File: src/rtl/sfrm_pkg.sv
package sfrm_pkg;

  // Strobes issued by the frame controller to the datapath each bit edge.
  typedef struct packed {
    logic shiftEn;  // a frame bit is being sampled at this edge
    logic commit;   // this edge samples the last bit: publish the frame
  } dpStrobe_t;

endpackage

File: src/rtl/sfrm_ctrl.sv
module sfrm_ctrl
  import sfrm_pkg::*;
#(
  parameter int TAG_W      = 16,
  parameter int FRAME_BITS = 256
) (
  input  logic      bitClk,
  input  logic      rstN,
  input  logic      syncIn,
  output dpStrobe_t strobe,
  output logic      frameReady,
  output logic      framingErr
);

  localparam int CNT_W = $clog2(FRAME_BITS);
  localparam logic [CNT_W-1:0] LAST_CNT = CNT_W'(FRAME_BITS - 1);
  // Marker must stay high alongside bits 0 .. TAG_W-2.
  localparam logic [CNT_W-1:0] SYNC_HOLD = CNT_W'(TAG_W - 1);

  logic             syncPrev;
  logic             active;
  logic [CNT_W-1:0] cntReg;

  logic syncRise;
  logic lastBit;
  logic shortSync;
  logic earlyRise;

  always_comb begin
    syncRise  = syncIn && !syncPrev;
    lastBit   = active && (cntReg == LAST_CNT);
    shortSync = active && (cntReg < SYNC_HOLD) && !syncIn;
    earlyRise = active && !lastBit && syncRise;
    strobe.shiftEn = active;
    strobe.commit  = lastBit;
  end

  always_ff @(negedge bitClk or negedge rstN) begin
    if (!rstN) begin
      syncPrev   <= 1'b1;
      active     <= 1'b0;
      cntReg     <= '0;
      frameReady <= 1'b0;
      framingErr <= 1'b0;
    end else begin
      syncPrev   <= syncIn;
      frameReady <= lastBit;
      framingErr <= shortSync || earlyRise;
      if (syncRise) begin
        active <= 1'b1;
        cntReg <= '0;
      end else if (shortSync || lastBit) begin
        active <= 1'b0;
        cntReg <= '0;
      end else if (active) begin
        cntReg <= cntReg + 1'b1;
      end
    end
  end

  // a sampled rise always aligns the bit counter to bit 0.
  p_start_align_r2 : assert property (@(negedge bitClk) disable iff (!rstN)
    (syncIn && !syncPrev) |=> (active && cntReg == '0));

  // the publish strobe never lasts two cycles.
  p_ready_single_r6 : assert property (@(negedge bitClk) disable iff (!rstN)
    frameReady |=> !frameReady);

  // a dropped frame is never also reported as complete.
  p_err_excl_r8 : assert property (@(negedge bitClk) disable iff (!rstN)
    frameReady |-> !framingErr);

  // idle with the marker low stays silent.
  p_idle_quiet_r10 : assert property (@(negedge bitClk) disable iff (!rstN)
    (!active && !syncIn) |=> (!frameReady && !framingErr));

endmodule

File: src/rtl/sfrm_dpath.sv
module sfrm_dpath
  import sfrm_pkg::*;
#(
  parameter int SLOTS      = 12,
  parameter int SLOT_W     = 20,
  parameter int ID_W       = 2,
  parameter int TAG_W      = 16,
  parameter int FRAME_BITS = 256
) (
  input  logic                    bitClk,
  input  logic                    rstN,
  input  logic                    sdoIn,
  input  dpStrobe_t               strobe,
  output logic                    frameValid,
  output logic [SLOTS-1:0]        slotValid,
  output logic [ID_W-1:0]         codecId,
  output logic [SLOTS*SLOT_W-1:0] slotData
);

  // Frame bit i sits at shiftNext[FRAME_BITS-1-i] on the commit edge.
  localparam int TOP     = FRAME_BITS - 1;
  localparam int ID_LSB  = FRAME_BITS - TAG_W;
  localparam int RSV_POS = FRAME_BITS - TAG_W + ID_W;
  localparam int DATA_HI = FRAME_BITS - 1 - TAG_W;

  logic [FRAME_BITS-2:0] shiftReg;
  logic [FRAME_BITS-1:0] shiftNext;
  logic                  unusedRsvd;

  assign shiftNext  = {shiftReg, sdoIn};
  assign unusedRsvd = shiftNext[RSV_POS];

  always_ff @(negedge bitClk or negedge rstN) begin
    if (!rstN) begin
      shiftReg <= '0;
    end else if (strobe.shiftEn) begin
      shiftReg <= shiftNext[FRAME_BITS-2:0];
    end
  end

  always_ff @(negedge bitClk or negedge rstN) begin
    if (!rstN) begin
      frameValid <= 1'b0;
      codecId    <= '0;
    end else if (strobe.commit) begin
      frameValid <= shiftNext[TOP];
      codecId    <= shiftNext[ID_LSB +: ID_W];
    end
  end

  for (genvar k = 0; k < SLOTS; k++) begin : g_slot
    logic [SLOT_W-1:0] rawWord;
    logic              flag;

    assign rawWord = shiftNext[DATA_HI - k*SLOT_W -: SLOT_W];
    assign flag    = shiftNext[TOP - 1 - k];

    always_ff @(negedge bitClk or negedge rstN) begin
      if (!rstN) begin
        slotValid[k]                  <= 1'b0;
        slotData[k*SLOT_W +: SLOT_W]  <= '0;
      end else if (strobe.commit) begin
        slotValid[k]                  <= flag;
        slotData[k*SLOT_W +: SLOT_W]  <= flag ? rawWord : '0;
      end
    end

    // an invalid slot never reports nonzero data.
    p_zero_invalid_r5 : assert property (@(negedge bitClk) disable iff (!rstN)
      !slotValid[k] |-> (slotData[k*SLOT_W +: SLOT_W] == '0));
  end

  // published values move only on the commit strobe.
  p_hold_r6 : assert property (@(negedge bitClk) disable iff (!rstN)
    !strobe.commit |=> ($stable(slotData) && $stable(slotValid)
                        && $stable(frameValid) && $stable(codecId)));

endmodule

File: src/rtl/sfrm_rx.sv
module sfrm_rx
  import sfrm_pkg::*;
#(
  parameter int SLOTS  = 12,
  parameter int SLOT_W = 20,
  parameter int ID_W   = 2
) (
  input  logic                    bitClk,
  input  logic                    rstN,
  input  logic                    syncIn,
  input  logic                    sdoIn,
  output logic                    frameReady,
  output logic                    framingErr,
  output logic                    frameValid,
  output logic [SLOTS-1:0]        slotValid,
  output logic [ID_W-1:0]         codecId,
  output logic [SLOTS*SLOT_W-1:0] slotData
);

  // Tag: frame flag, one flag per slot, a reserved bit, then the ID field.
  localparam int TAG_W      = 1 + SLOTS + 1 + ID_W;
  localparam int FRAME_BITS = TAG_W + SLOTS * SLOT_W;

  dpStrobe_t strobe;

  sfrm_ctrl #(
    .TAG_W      (TAG_W),
    .FRAME_BITS (FRAME_BITS)
  ) u_ctrl (
    .bitClk     (bitClk),
    .rstN       (rstN),
    .syncIn     (syncIn),
    .strobe     (strobe),
    .frameReady (frameReady),
    .framingErr (framingErr)
  );

  sfrm_dpath #(
    .SLOTS      (SLOTS),
    .SLOT_W     (SLOT_W),
    .ID_W       (ID_W),
    .TAG_W      (TAG_W),
    .FRAME_BITS (FRAME_BITS)
  ) u_dpath (
    .bitClk     (bitClk),
    .rstN       (rstN),
    .sdoIn      (sdoIn),
    .strobe     (strobe),
    .frameValid (frameValid),
    .slotValid  (slotValid),
    .codecId    (codecId),
    .slotData   (slotData)
  );

endmodule

File: config.mk
export PLATFORM = sky130hd
export DESIGN_NAME = sfrm_rx
export DESIGN_NICKNAME = d
export VERILOG_FILES = /design/src/rtl/sfrm_pkg.sv /design/src/rtl/sfrm_ctrl.sv /design/src/rtl/sfrm_dpath.sv /design/src/rtl/sfrm_rx.sv
export SDC_FILE = /design/constraint.sdc
export NUM_CORES = 1
export LEC_CHECK = 0
export ABC_AREA = 1
export CORE_ASPECT_RATIO = 0.8
export CORE_UTILIZATION = 55
export CTS_CLUSTER_SIZE = 30
export DETAILED_ROUTE_END_ITERATION = 12
export PLACE_DENSITY_LB_ADDON = 0.12
export SYNTH_ARGS = -nofsm -noshare
export SYNTH_HDL_FRONTEND = slang
export SYNTH_SLANG_ARGS = --single-unit
File: constraint.sdc
create_clock -name bitClk -period 2.55 [get_ports bitClk]
set_clock_uncertainty 0.2 [all_clocks]
set_input_delay 0.3825 -clock bitClk [delete_from_list [all_inputs] [get_ports bitClk]]
set_output_delay 0.3825 -clock bitClk [all_outputs]
set_load 0.02 [all_outputs]
==> metrics <==
Worst-Skew Late Latency=600 ps; violated checks=negative setup slack; Post-DP HPWL=27580 um; floorplan row count=62; TritonRoute pass-1 iters=5; Routability Congestion=0.8065; number of global-route vias before repair=14330; syn nets=1979; top cells by area, synth=dfrtn_1 65%, nand2_1 10%, o21ai_0 8.7%; total number of vias=14420; final instance area=26090 um2; sequential share of the synthesized area=65.33%; CTS clk-pin slew, worst paths=50 ps; Starting Density=55.80%; register area=13060 um2; Core Util, Final=72.80%; Mapped Cells=1974; layout net count=2346; WL/cell=15.48 um; Residual DRC=0; Hold Fails Final Rpt=0; Max clock buf depth=3; Inserted Clock Buffers=49; Finished Layout Cells=2862; crit-path cells=buf_6; Hold WC Path Type=reg2reg; status=finished, violations left; # IOs=261; setup violators final=257; CTS Root Cell=clkbuf_16; Yosys cell types=25; Final Slew Violations=0; pwr dens=647.2 nW/um2; PortBufs=260; required time worst endpoint=1970 ps; clock sink total=522; multi-input logic area=5365 um2; Max-slew headroom=50.17%; CTS tree=yes; htree depth=2; Max VDD drop=0.0005327 V; Critical Path Source=u_dpath.slotData[133]; CORE AREA=35840 um2; Worst path top cell family by delay=flip-flops; CP Launch Type=register; commonest cells after routing, fill and taps aside=547 x nand2_1, 521 x dfrtn_1, 346 x o21ai_0, 257 x buf_6, 256 x inv_1; share of layout cells above drive strength 1=28.22%; Area growth, synth to finish=30.48%; warnings from Yosys=0; Critical Path AT=2460 ps; critical path peak fanout=2; leading area contributor after synthesis=dfrtn_1; chip height=172.6 um; critical path type=reg2out; DIE AREA=37130 um2; synthesized flop and latch total=522; initial DRC count=1098; Leak=12.27 nW; Post-Synthesis Mean Instance Area=10.13 um2; number of max-cap violations=0; setup ws final=-488.5 ps; initial antenna violation count=2; pre-CTS setup slack=-639.0 ps; Fin Hold WS=218.9 ps; Worst path max stage delay=480 ps; Area after DPL=23290 um2; Worst Hold Launch=u_dpath.shiftReg[254]; Die X=215.2 um; Worst Setup End Kind=output pin; reg-to-reg critical path startpoint=u_ctrl.cntReg[0]; drt total wl=44300 um; CP max stage cell=dfrtn_1; remaining global-route overflow=0; commonest non-fill, non-tap cell in the layout=nand2_1; Yosys top cell area share=65.19%; Final ANT Viol Nets=0; largest net degree at the start of global routing=189; Worst Tran Pin Value=747.4 ps; first-pass GRT wire length=72970 um; RSZ-0062 raised after global routing=yes; Worst Path Buf+Inv=1; fill count=2545; vias per inst=5.037; synthesized cell area=20000 um2; Overall Global Routing Usage=23.97%; # placed instances=2663
==> cell families (layout without fill, tap and decap cells) <==
group                    Yosys count  after routing  synth area share [%]
AND/OR/NAND/NOR                  579            579                 11.19
XOR/XNOR                           4              4                0.1752
adder cells (fa/ha/maj)            1              1               0.06256
AO/OA/AOI/OAI                    500            500                 15.39
flip-flops                       522            522                 65.33
buffers and inverters            368            775                 7.858
other                              0              1                     0
==> worst reg2reg max path: stages, from the launching register on <==
cell and delay (ps):
dfrtn_1 460, ha_1 210, nand2_1 120, nor2_4 180, nand3_4 230, inv_2 320, nand2_2 310, buf_4 290
o21ai_2 110
==> synth_stat cells, drive strengths merged <==
cell       n
xnor2      2
nor3       1
clkbuf    44
xor2       2
buf       66
o21ai    498
ha         1
inv      258
nor2      12
or2        1
o2111ai    1
o22ai      1
nand2    555
dfstp      1
nand3     10
dfrtn    521
==> stage by stage <==
step	power [mW]	setup TNS (ps)
finish	16.89	-108400
global route	17.51	-117530
floorplan	9.213	0
CTS	17.05	-114010
detailed placement	9.588	-86460
global placement	9.556	-85660
==> where the power goes <==
part           internal, mW  switching [mW]  leakage, nW
Sequential             8.53           0.114         7.27
Combinational         0.185           0.615         4.18
Clock                  4.33            3.12        0.820
==> worst paths after layout <==
check                           depth (start not counted)               endpoint  slack [ps]
worst max register to register                          8   u_dpath.slotData[88]         130
min in group asynchronous                               1   u_dpath.slotData[81]         620
worst max-delay path                                    1          slotData[133]        -490
worst min-delay path                                    2  u_dpath.shiftReg[254]         220
worst min register to register                          2  u_dpath.shiftReg[254]         220
max in group asynchronous                               3   u_dpath.slotValid[1]         850
==> area by class of cell <==
cell class / count / share of cell area (%)
clock buffer: 74 / 5.682
multi-input combinational: 1084 / 20.56
tap: 480 / 2.302
clock inverter: 18 / 0.6761
inverter: 257 / 3.697
antenna: 1 / 0.009590
timing repair buffer: 426 / 17.00
sequential: 522 / 50.07
==> state kept, by name (all words and copies together), names as in the netlist <==
name,cells
u_dpath.slotData,240
u_ctrl.frameReady,1
u_dpath.slotValid,12
u_dpath.shiftReg,255
u_dpath.codecId,2
u_ctrl.active,1
u_dpath.frameValid,1
u_ctrl.syncPrev,1
u_ctrl.cntReg,8
u_ctrl.framingErr,1
==> what timing repair did <==
action	CTS	global route
resized for setup	1513	0
endpoints found under the setup margin	262	257
pin swaps	0	0
setup buffers	63	44
hold buffers	0	0
==> routing by layer <==
layer  up-vias  GRT usage [%]  part of all wire (%)
met3        62          4.714                   5.2
met5         -              0                 0.029
met2       308          37.62                    47
li1       6923              -                     -
met1      7120          34.74                    46
met4         2          5.822                   1.8
Note: power is estimated with default switching activity, not from simulation.
